## src/rtl/rdiv_pkg.sv

```systemverilog
`timescale 1ns/1ps
package rdiv_pkg;

   localparam int CODE_W = 7;
   localparam int NSEL   = 7;

   // selector index order is the order of the source vector in the top
   typedef enum logic [2:0] {
      SEL_RF   = 3'd0,
      SEL_IF   = 3'd1,
      SEL_BOTH = 3'd2,
      SEL_FB1  = 3'd3,
      SEL_REF1 = 3'd4,
      SEL_FB2  = 3'd5,
      SEL_REF2 = 3'd6
   } tsel_e;

   typedef enum logic [1:0] {
      RAT_NOM = 2'd0,
      RAT_LO  = 2'd1,
      RAT_HI  = 2'd2
   } rat_e;

   localparam logic [CODE_W-1:0] CODE_LAST_SEL = 7'h06;
   localparam logic [CODE_W-1:0] CODE_RAT_LO   = 7'h40;
   localparam logic [CODE_W-1:0] CODE_RAT_HI   = 7'h60;

   function automatic tsel_e code_to_sel(input logic [CODE_W-1:0] code);
      tsel_e s;
      if (code <= CODE_LAST_SEL) s = tsel_e'(code[2:0]);
      else                       s = SEL_RF;
      return s;
   endfunction

   function automatic rat_e code_to_rat(input logic [CODE_W-1:0] code);
      rat_e r;
      if (code == CODE_RAT_LO)      r = RAT_LO;
      else if (code == CODE_RAT_HI) r = RAT_HI;
      else                          r = RAT_NOM;
      return r;
   endfunction

endpackage

```

## src/rtl/rdiv_fixed.sv

```systemverilog
`timescale 1ns/1ps
module rdiv_fixed #(
   parameter int RATIO = 4
) (
   input  logic clk,
   input  logic rst_n,
   input  logic en,
   output logic term
);
   localparam int CW = (RATIO > 1) ? $clog2(RATIO) : 1;
   localparam logic [CW-1:0] LAST = CW'(RATIO - 1);

   generate
      if (RATIO < 2) begin : g_bad_ratio
         $error("rdiv_fixed: RATIO must be at least 2");
      end
   endgenerate

   logic [CW-1:0] cnt_q;
   logic          wrap;

   assign wrap = en && (cnt_q == LAST);

   always_ff @(posedge clk or negedge rst_n) begin
      if (!rst_n) begin
         cnt_q <= '0;
         term  <= 1'b0;
      end else begin
         term <= wrap;
         if (en) cnt_q <= wrap ? '0 : cnt_q + 1'b1;
      end
   end


   term_single_chk: assert property (@(posedge clk) disable iff (!rst_n)
      term |=> !term);

endmodule

```

## src/rtl/rdiv_fb.sv

```systemverilog
`timescale 1ns/1ps
module rdiv_fb
   import rdiv_pkg::*;
#(
   parameter int NOM = 1034,
   parameter int LO  = 987,
   parameter int HI  = 1081
) (
   input  logic clk,
   input  logic rst_n,
   input  logic tick,
   input  rat_e rat_req,
   output logic pulse
);
   localparam int MAX_A = (NOM > LO) ? NOM : LO;
   localparam int MAXR  = (MAX_A > HI) ? MAX_A : HI;
   localparam int RW    = $clog2(MAXR + 1);
   localparam logic [RW-1:0] R_NOM = RW'(NOM);
   localparam logic [RW-1:0] R_LO  = RW'(LO);
   localparam logic [RW-1:0] R_HI  = RW'(HI);

   generate
      if (NOM < 2 || LO < 2 || HI < 2) begin : g_bad_ratio
         $error("rdiv_fb: every ratio must be at least 2");
      end
   endgenerate

   logic [RW-1:0] ratio_q;
   logic [RW-1:0] ratio_next;
   logic [RW-1:0] cnt_q;
   logic          wrap;

   always_comb begin
      case (rat_req)
         RAT_LO:  ratio_next = R_LO;
         RAT_HI:  ratio_next = R_HI;
         default: ratio_next = R_NOM;
      endcase
   end

   assign wrap = tick && (cnt_q == ratio_q - 1'b1);

   // the active ratio is only replaced at a terminal count
   always_ff @(posedge clk or negedge rst_n) begin
      if (!rst_n) begin
         cnt_q   <= '0;
         ratio_q <= R_NOM;
         pulse   <= 1'b0;
      end else begin
         pulse <= wrap;
         if (wrap) begin
            cnt_q   <= '0;
            ratio_q <= ratio_next;
         end else if (tick) begin
            cnt_q <= cnt_q + 1'b1;
         end
      end
   end


   cnt_in_range_chk: assert property (@(posedge clk) disable iff (!rst_n)
      cnt_q < ratio_q);


   ratio_at_term_chk: assert property (@(posedge clk) disable iff (!rst_n)
      !$stable(ratio_q) |-> pulse);

endmodule

```

## src/rtl/rdiv_scale.sv

```systemverilog
`timescale 1ns/1ps
module rdiv_scale #(
   parameter int DIV = 16
) (
   input  logic clk,
   input  logic rst_n,
   input  logic ev,
   output logic q
);
   generate
      if (DIV == 2) begin : g_tff
         always_ff @(posedge clk or negedge rst_n) begin
            if (!rst_n)  q <= 1'b0;
            else if (ev) q <= ~q;
         end
      end else if (DIV > 2 && (DIV & (DIV - 1)) == 0) begin : g_cnt_tff
         localparam int HALF = DIV / 2;
         localparam int CW   = $clog2(HALF);
         localparam logic [CW-1:0] LAST = CW'(HALF - 1);
         logic [CW-1:0] cnt_q;
         always_ff @(posedge clk or negedge rst_n) begin
            if (!rst_n) begin
               cnt_q <= '0;
               q     <= 1'b0;
            end else if (ev) begin
               if (cnt_q == LAST) begin
                  cnt_q <= '0;
                  q     <= ~q;
               end else begin
                  cnt_q <= cnt_q + 1'b1;
               end
            end
         end
      end else begin : g_bad_div
         $error("rdiv_scale: DIV must be a power of two of at least 2");
      end
   endgenerate


   toggle_on_event_chk: assert property (@(posedge clk) disable iff (!rst_n)
      !$stable(q) |-> $past(ev));

endmodule

```

## src/rtl/rdiv_testmux.sv

```systemverilog
`timescale 1ns/1ps
module rdiv_testmux
   import rdiv_pkg::*;
(
   input  logic            clk,
   input  logic            rst_n,
   input  tsel_e           sel,
   input  logic [NSEL-1:0] src,
   output logic            out_q
);
   logic [NSEL-1:0] hit;

   // AND-OR selection, then one register so the pin never sees a runt
   generate
      for (genvar i = 0; i < NSEL; i++) begin : g_leg
         assign hit[i] = src[i] && (int'(sel) == i);
      end
   endgenerate

   always_ff @(posedge clk or negedge rst_n) begin
      if (!rst_n) out_q <= 1'b0;
      else        out_q <= |hit;
   end

endmodule

```

## src/rtl/refdiv_lockmux.sv

```systemverilog
`timescale 1ns/1ps
module refdiv_lockmux
   import rdiv_pkg::*;
#(
   parameter int REF1_DIV     = 4,
   parameter int REF2_DIV     = 130,
   parameter int FB_NOM       = 1034,
   parameter int FB_TEST_LO   = 987,
   parameter int FB_TEST_HI   = 1081,
   parameter int FB1_OBS_DIV  = 16,
   parameter int REF1_OBS_DIV = 8,
   parameter int FB2_OBS_DIV  = 2
) (
   input  logic              clk,
   input  logic              rst_n,
   input  logic              cfg_wr,
   input  logic [CODE_W-1:0] cfg_code,
   input  logic              rf_lock,
   input  logic              if_lock,
   input  logic              fb1_pulse,
   input  logic              vco2_tick,
   output logic              ref1_pulse,
   output logic              ref2_pulse,
   output logic              fb2_pulse,
   output logic              test_out
);
   logic [CODE_W-1:0] code_q;
   tsel_e             sel_w;
   rat_e              rat_w;
   logic              fb1_obs;
   logic              ref1_obs;
   logic              fb2_obs;
   logic [NSEL-1:0]   src_w;

   // test code register, R5 reset value selects the first-loop lock flag
   always_ff @(posedge clk or negedge rst_n) begin
      if (!rst_n)      code_q <= '0;
      else if (cfg_wr) code_q <= cfg_code;
   end

   assign sel_w = code_to_sel(code_q);
   assign rat_w = code_to_rat(code_q);

   rdiv_fixed #(.RATIO(REF1_DIV)) u_ref1 (
      .clk  (clk),
      .rst_n(rst_n),
      .en   (1'b1),
      .term (ref1_pulse)
   );

   rdiv_fixed #(.RATIO(REF2_DIV)) u_ref2 (
      .clk  (clk),
      .rst_n(rst_n),
      .en   (1'b1),
      .term (ref2_pulse)
   );

   rdiv_fb #(.NOM(FB_NOM), .LO(FB_TEST_LO), .HI(FB_TEST_HI)) u_fb2 (
      .clk    (clk),
      .rst_n  (rst_n),
      .tick   (vco2_tick),
      .rat_req(rat_w),
      .pulse  (fb2_pulse)
   );

   rdiv_scale #(.DIV(FB1_OBS_DIV)) u_obs_fb1 (
      .clk  (clk),
      .rst_n(rst_n),
      .ev   (fb1_pulse),
      .q    (fb1_obs)
   );

   rdiv_scale #(.DIV(REF1_OBS_DIV)) u_obs_ref1 (
      .clk  (clk),
      .rst_n(rst_n),
      .ev   (ref1_pulse),
      .q    (ref1_obs)
   );

   rdiv_scale #(.DIV(FB2_OBS_DIV)) u_obs_fb2 (
      .clk  (clk),
      .rst_n(rst_n),
      .ev   (fb2_pulse),
      .q    (fb2_obs)
   );

   // source order matches the tsel_e encoding
   assign src_w = {ref2_pulse, fb2_obs, ref1_obs, fb1_obs,
                   rf_lock & if_lock, if_lock, rf_lock};

   rdiv_testmux u_mux (
      .clk  (clk),
      .rst_n(rst_n),
      .sel  (sel_w),
      .src  (src_w),
      .out_q(test_out)
   );


   rf_lock_route_chk: assert property (@(posedge clk) disable iff (!rst_n)
      ($past(rst_n) && $past(sel_w) == SEL_RF) |-> (test_out == $past(rf_lock)));


   both_lock_route_chk: assert property (@(posedge clk) disable iff (!rst_n)
      ($past(rst_n) && $past(sel_w) == SEL_BOTH)
         |-> (test_out == ($past(rf_lock) && $past(if_lock))));


   ref2_route_chk: assert property (@(posedge clk) disable iff (!rst_n)
      ($past(rst_n) && $past(sel_w) == SEL_REF2) |-> (test_out == $past(ref2_pulse)));

endmodule

```

## config.mk

```make
export PLATFORM = sky130hd
export DESIGN_NAME = refdiv_lockmux
export DESIGN_NICKNAME = d
export VERILOG_FILES = /design/src/rtl/rdiv_pkg.sv /design/src/rtl/rdiv_fixed.sv /design/src/rtl/rdiv_fb.sv /design/src/rtl/rdiv_scale.sv /design/src/rtl/rdiv_testmux.sv /design/src/rtl/refdiv_lockmux.sv
export SDC_FILE = /design/constraint.sdc
export NUM_CORES = 1
export LEC_CHECK = 0
export BUFFER_PORTS_ARGS = -buffer_cell sky130_fd_sc_hd__clkbuf_2
export CORE_AREA = 2 2 90 75
export CTS_CLUSTER_SIZE = 12
export DETAILED_ROUTE_END_ITERATION = 10
export DIE_AREA = 0 0 92 77
export PLACE_DENSITY = 0.64
export SYNTH_ARGS = -nofsm -noshare
export SYNTH_HDL_FRONTEND = slang
export SYNTH_HIERARCHICAL = 1
export SYNTH_SLANG_ARGS = --single-unit
```

## constraint.sdc

```tcl
create_clock -name clk -period 2.7 [get_ports clk]
set_input_delay 0.54 -clock clk [delete_from_list [all_inputs] [get_ports clk]]
set_output_delay 0.54 -clock clk [all_outputs]
set_load 0.005 [all_outputs]
```

==> out/results.tsv <==
stage	metric	value	unit
run_status	status	finished clean	
timing	fin_crit_sh	80.6	%
setup_path	cp-start-kind	flop	
timing	min_period	2.18	ns
setup_path	max_stage_delay	0.52	ns
floorplanning	start_util	36.1	%
floorplanning	core-area	6180	µm²
finish	fin_nets	251	
synth	synth_edf_count	0	
route	drc_errors	0	
pwr	powerDensity	716	nW/µm²
pwr	leakage	0.00116	µW
timing	setup_viol	0	
finish	multi_input_area	1100	µm²
pwr	ir_worst_vdd	472	µV
global_route	grt_overflow_total	0	
finish	final_cell_mix	dfrtp_1 (43), clkbuf_2 (17), nor2_1 (14)	
clock_tree	post-cts-setup-buffers	0	
floorplanning	die_w	92	µm
synth	yosys_warnings	6	
setup_path	path_max_fanout	6	
finish	diodes	0	
setup_path	crit_type	reg -> reg	
clock_tree	clock_latency	0.30	ns
setup_path	critPathBufInv	2	
clock_tree	htreeDepth	2	
hold_path	min_path_type	in -> async	
global_route	groute.usage.overall	11.6	%
clock_tree	cts_root_buffer	clkbuf_8	
setup_path	cp_top_family	compound AO/OA/AOI/OAI gates	
placement	gp_congestion	0.759	
global_route	grt_pass1_wl	6540	µm
setup_path	path_cells	inv_1, ha_1, nor3b_1, o22ai_1, a2111oi_4, buf_4, mux2_4	
timing	rsz0062_at_grt	false	
placement	hpwl	2680	µm
placement	placed_cells	302	
global_route	grt_pass1_vias	1453	
route	ant_nets	0	
finish	register_area	1130	µm²
synth	synthCells	189	
finish	syn_to_final_growth	15.5	%
setup_path	slowest_stage	dfstp_2	
finish	stdcell_count	310	
floorplanning	fp-row-count	26	
route	first_iter_violations	54	
timing	fmax	459	MHz
route	drtPass1Iterations	4	
route	wl	3570	µm
clock_tree	numCtsBuffers	5	
finish	drive_gt1_share	23.5	%
pwr	share_comb_of_total_power	21.1	%
setup_path	crit_required	2.89	ns
route	wire_per_inst	11.5	µm
job	drv_cap	0	
synth	synth_ff_type	dfrtp_1	
clock_tree	clock_path_buffers	2	
floorplanning	dieArea	7080	µm²
synth	async_flop_share	100	%
finish	mostFrequentLayoutCell	dfrtp_1	
pwr	power.share.sequential	54.7	%
synth	synth_area	2230	µm²
clock_tree	post_cts_resized	0	
pwr	p_int	1270	µW
pwr	p_sw_share	31.1	%
timing	fin_tns_setup	0	ns
synth	synth_area_per_cell	11.8	µm²
setup_path	worst_setup_path_end_kind	flop	
clock_tree	cts_tree	yes	
floorplanning	die_h	77	µm
global_route	antenna_found_initial	0	
clock_tree	hold_buffers	0	
clock_tree	cts.sinks	45	
timing	slew_viol_final	0	
pwr	p_switching	574	µW
synth	synth_cell_types	36	
placement	io_buffers	17	
timing	fin_skew	0.00691	ns
floorplanning	num_io_pins	18	
global_route	grt_max_degree	20	
route	vias_per_cell	4.50	
route	num_vias	1395	
pwr	pwr-share-clk	24.2	%
synth	seq_area_frac_synth	50.5	%
timing	finalHoldViolCount	0	
setup_path	critPathArrivalTime	2.36	ns
synth	synth_seq_cells	45	
clock_tree	clk_pin_slew	0.08	ns
finish	num-fill-cells	597	
## cell usage after synthesis (all sizes together), types with 2 or more instances
cell / instances / area, µm²
clkbuf: 2 / 7.51
mux2: 15 / 180
o21ai: 4 / 20.0
nand2: 13 / 48.8
nand4: 8 / 50.1
nor3: 5 / 25.0
nor4: 3 / 33.8
nand3: 3 / 15.0
dfstp: 2 / 52.6
a21oi: 2 / 10.0
nor2: 14 / 52.6
dfrtp: 43 / 1080
inv: 8 / 30.0
mux2i: 6 / 60.1
and2: 2 / 13.8
ha: 12 / 150
and3: 4 / 25.0
o22ai: 3 / 18.8
nand2b: 7 / 43.8
nor3b: 2 / 15.0
xor2: 7 / 61.3
xnor2: 13 / 114
## layout make-up
| type | instances | share of cell area [%] |
|---|---|---|
| clock buffer | 6 | 3.20 |
| clock inverter | 2 | 0.679 |
| inverter | 8 | 1.16 |
| multi-input combinational | 144 | 42.7 |
| sequential | 45 | 43.7 |
| tap | 84 | 4.07 |
| timing repair buffer | 21 | 4.46 |
## sequential cells by signal (all words and copies together) (netlist names)
name,flops
u_ref2/term,1
u_obs_ref1/g_cnt_tff.cnt_q,2
u_ref2/cnt_q,8
code_q,7
u_obs_fb1/g_cnt_tff.cnt_q,3
u_fb2/cnt_q,11
u_ref1/cnt_q,2
u_obs_fb1/q,1
u_fb2/ratio_q,5
u_obs_fb2/q,1
u_mux/out_q,1
u_fb2/pulse,1
u_obs_ref1/q,1
u_ref1/term,1
## power by group through the flow
stage,Combinational [µW],Sequential [µW],Clock [µW]
after global routing,454,1030,502
after detailed placement,395,1020,0
after global placement,373,1010,0
final,389,1010,448
after CTS,398,1010,467
after floorplan,314,979,0
## layer usage
| metal | vias to the layer above | track usage, % | wire length [µm] |
|---|---|---|---|
| met3 | 8 | 2.95 | 93 |
| met4 | 0 | 5.37 | 69 |
| met2 | 12 | 18.0 | 1630 |
| met5 | - | 0 | 0 |
| met1 | 660 | 15.3 | 1780 |
| li1 | 715 | - | - |
## final timing paths
check                      cells after the start          endpoint             start  slack (ns)
min in group clk                               2         code_q[1]       cfg_code[1]        0.47
max in group asynchronous                      2  u_fb2/ratio_q[1]             rst_n        1.93
max reg2reg                                    7  u_fb2/ratio_q[5]  u_fb2/ratio_q[1]        0.52
min reg2reg                                    1       u_obs_fb2/q       u_obs_fb2/q        0.47
max                                            7  u_fb2/ratio_q[5]  u_fb2/ratio_q[1]        0.52
min                                            1         code_q[6]             rst_n        0.14
## worst register-to-register path: cells and delay by family (launching register included)
| family | cells | cell delay (ns) |
|---|---|---|
| AO/OA/AOI/OAI | 2 | 0.56 |
| flip-flops | 1 | 0.52 |
| multiplexers | 1 | 0.30 |
| buffers and inverters | 2 | 0.29 |
| AND/OR/NAND/NOR | 1 | 0.20 |
| adder cells (fa/ha/maj) | 1 | 0.19 |
## cells by family (layout without fill, tap and decap cells)
| kind of cell | after synthesis | after routing | share of synthesized area [%] |
|---|---|---|---|
| compound gates | 10 | 10 | 3.42 |
| mux | 22 | 22 | 11.8 |
| other cells | 1 | 12 | 0.168 |
| xor+xnor | 20 | 20 | 7.84 |
| simple gates | 68 | 68 | 17.5 |
| flops | 45 | 45 | 50.5 |
| fa+ha+maj | 12 | 12 | 6.72 |
| buf+inv | 11 | 37 | 2.02 |
## through the flow
stage / utilization, % / instance area, µm² / worst slack (ns) / power (µW) / hold slack [ns]
2_1_floorplan: - / 2270 / 0.671 / 1290 / 0.244
3_3_place_gp: 40.1 / 2480 / 0.555 / 1390 / 0.459
3_5_place_dp: 40.1 / 2480 / 0.525 / 1420 / 0.463
4_1_cts: 41.7 / 2580 / 0.506 / 1870 / 0.147
5_1_grt: 41.7 / 2580 / 0.355 / 1990 / 0.154
6_report: 41.7 / 2580 / 0.524 / 1850 / 0.141
No activity file was read; power rests on OpenSTA's default activity.
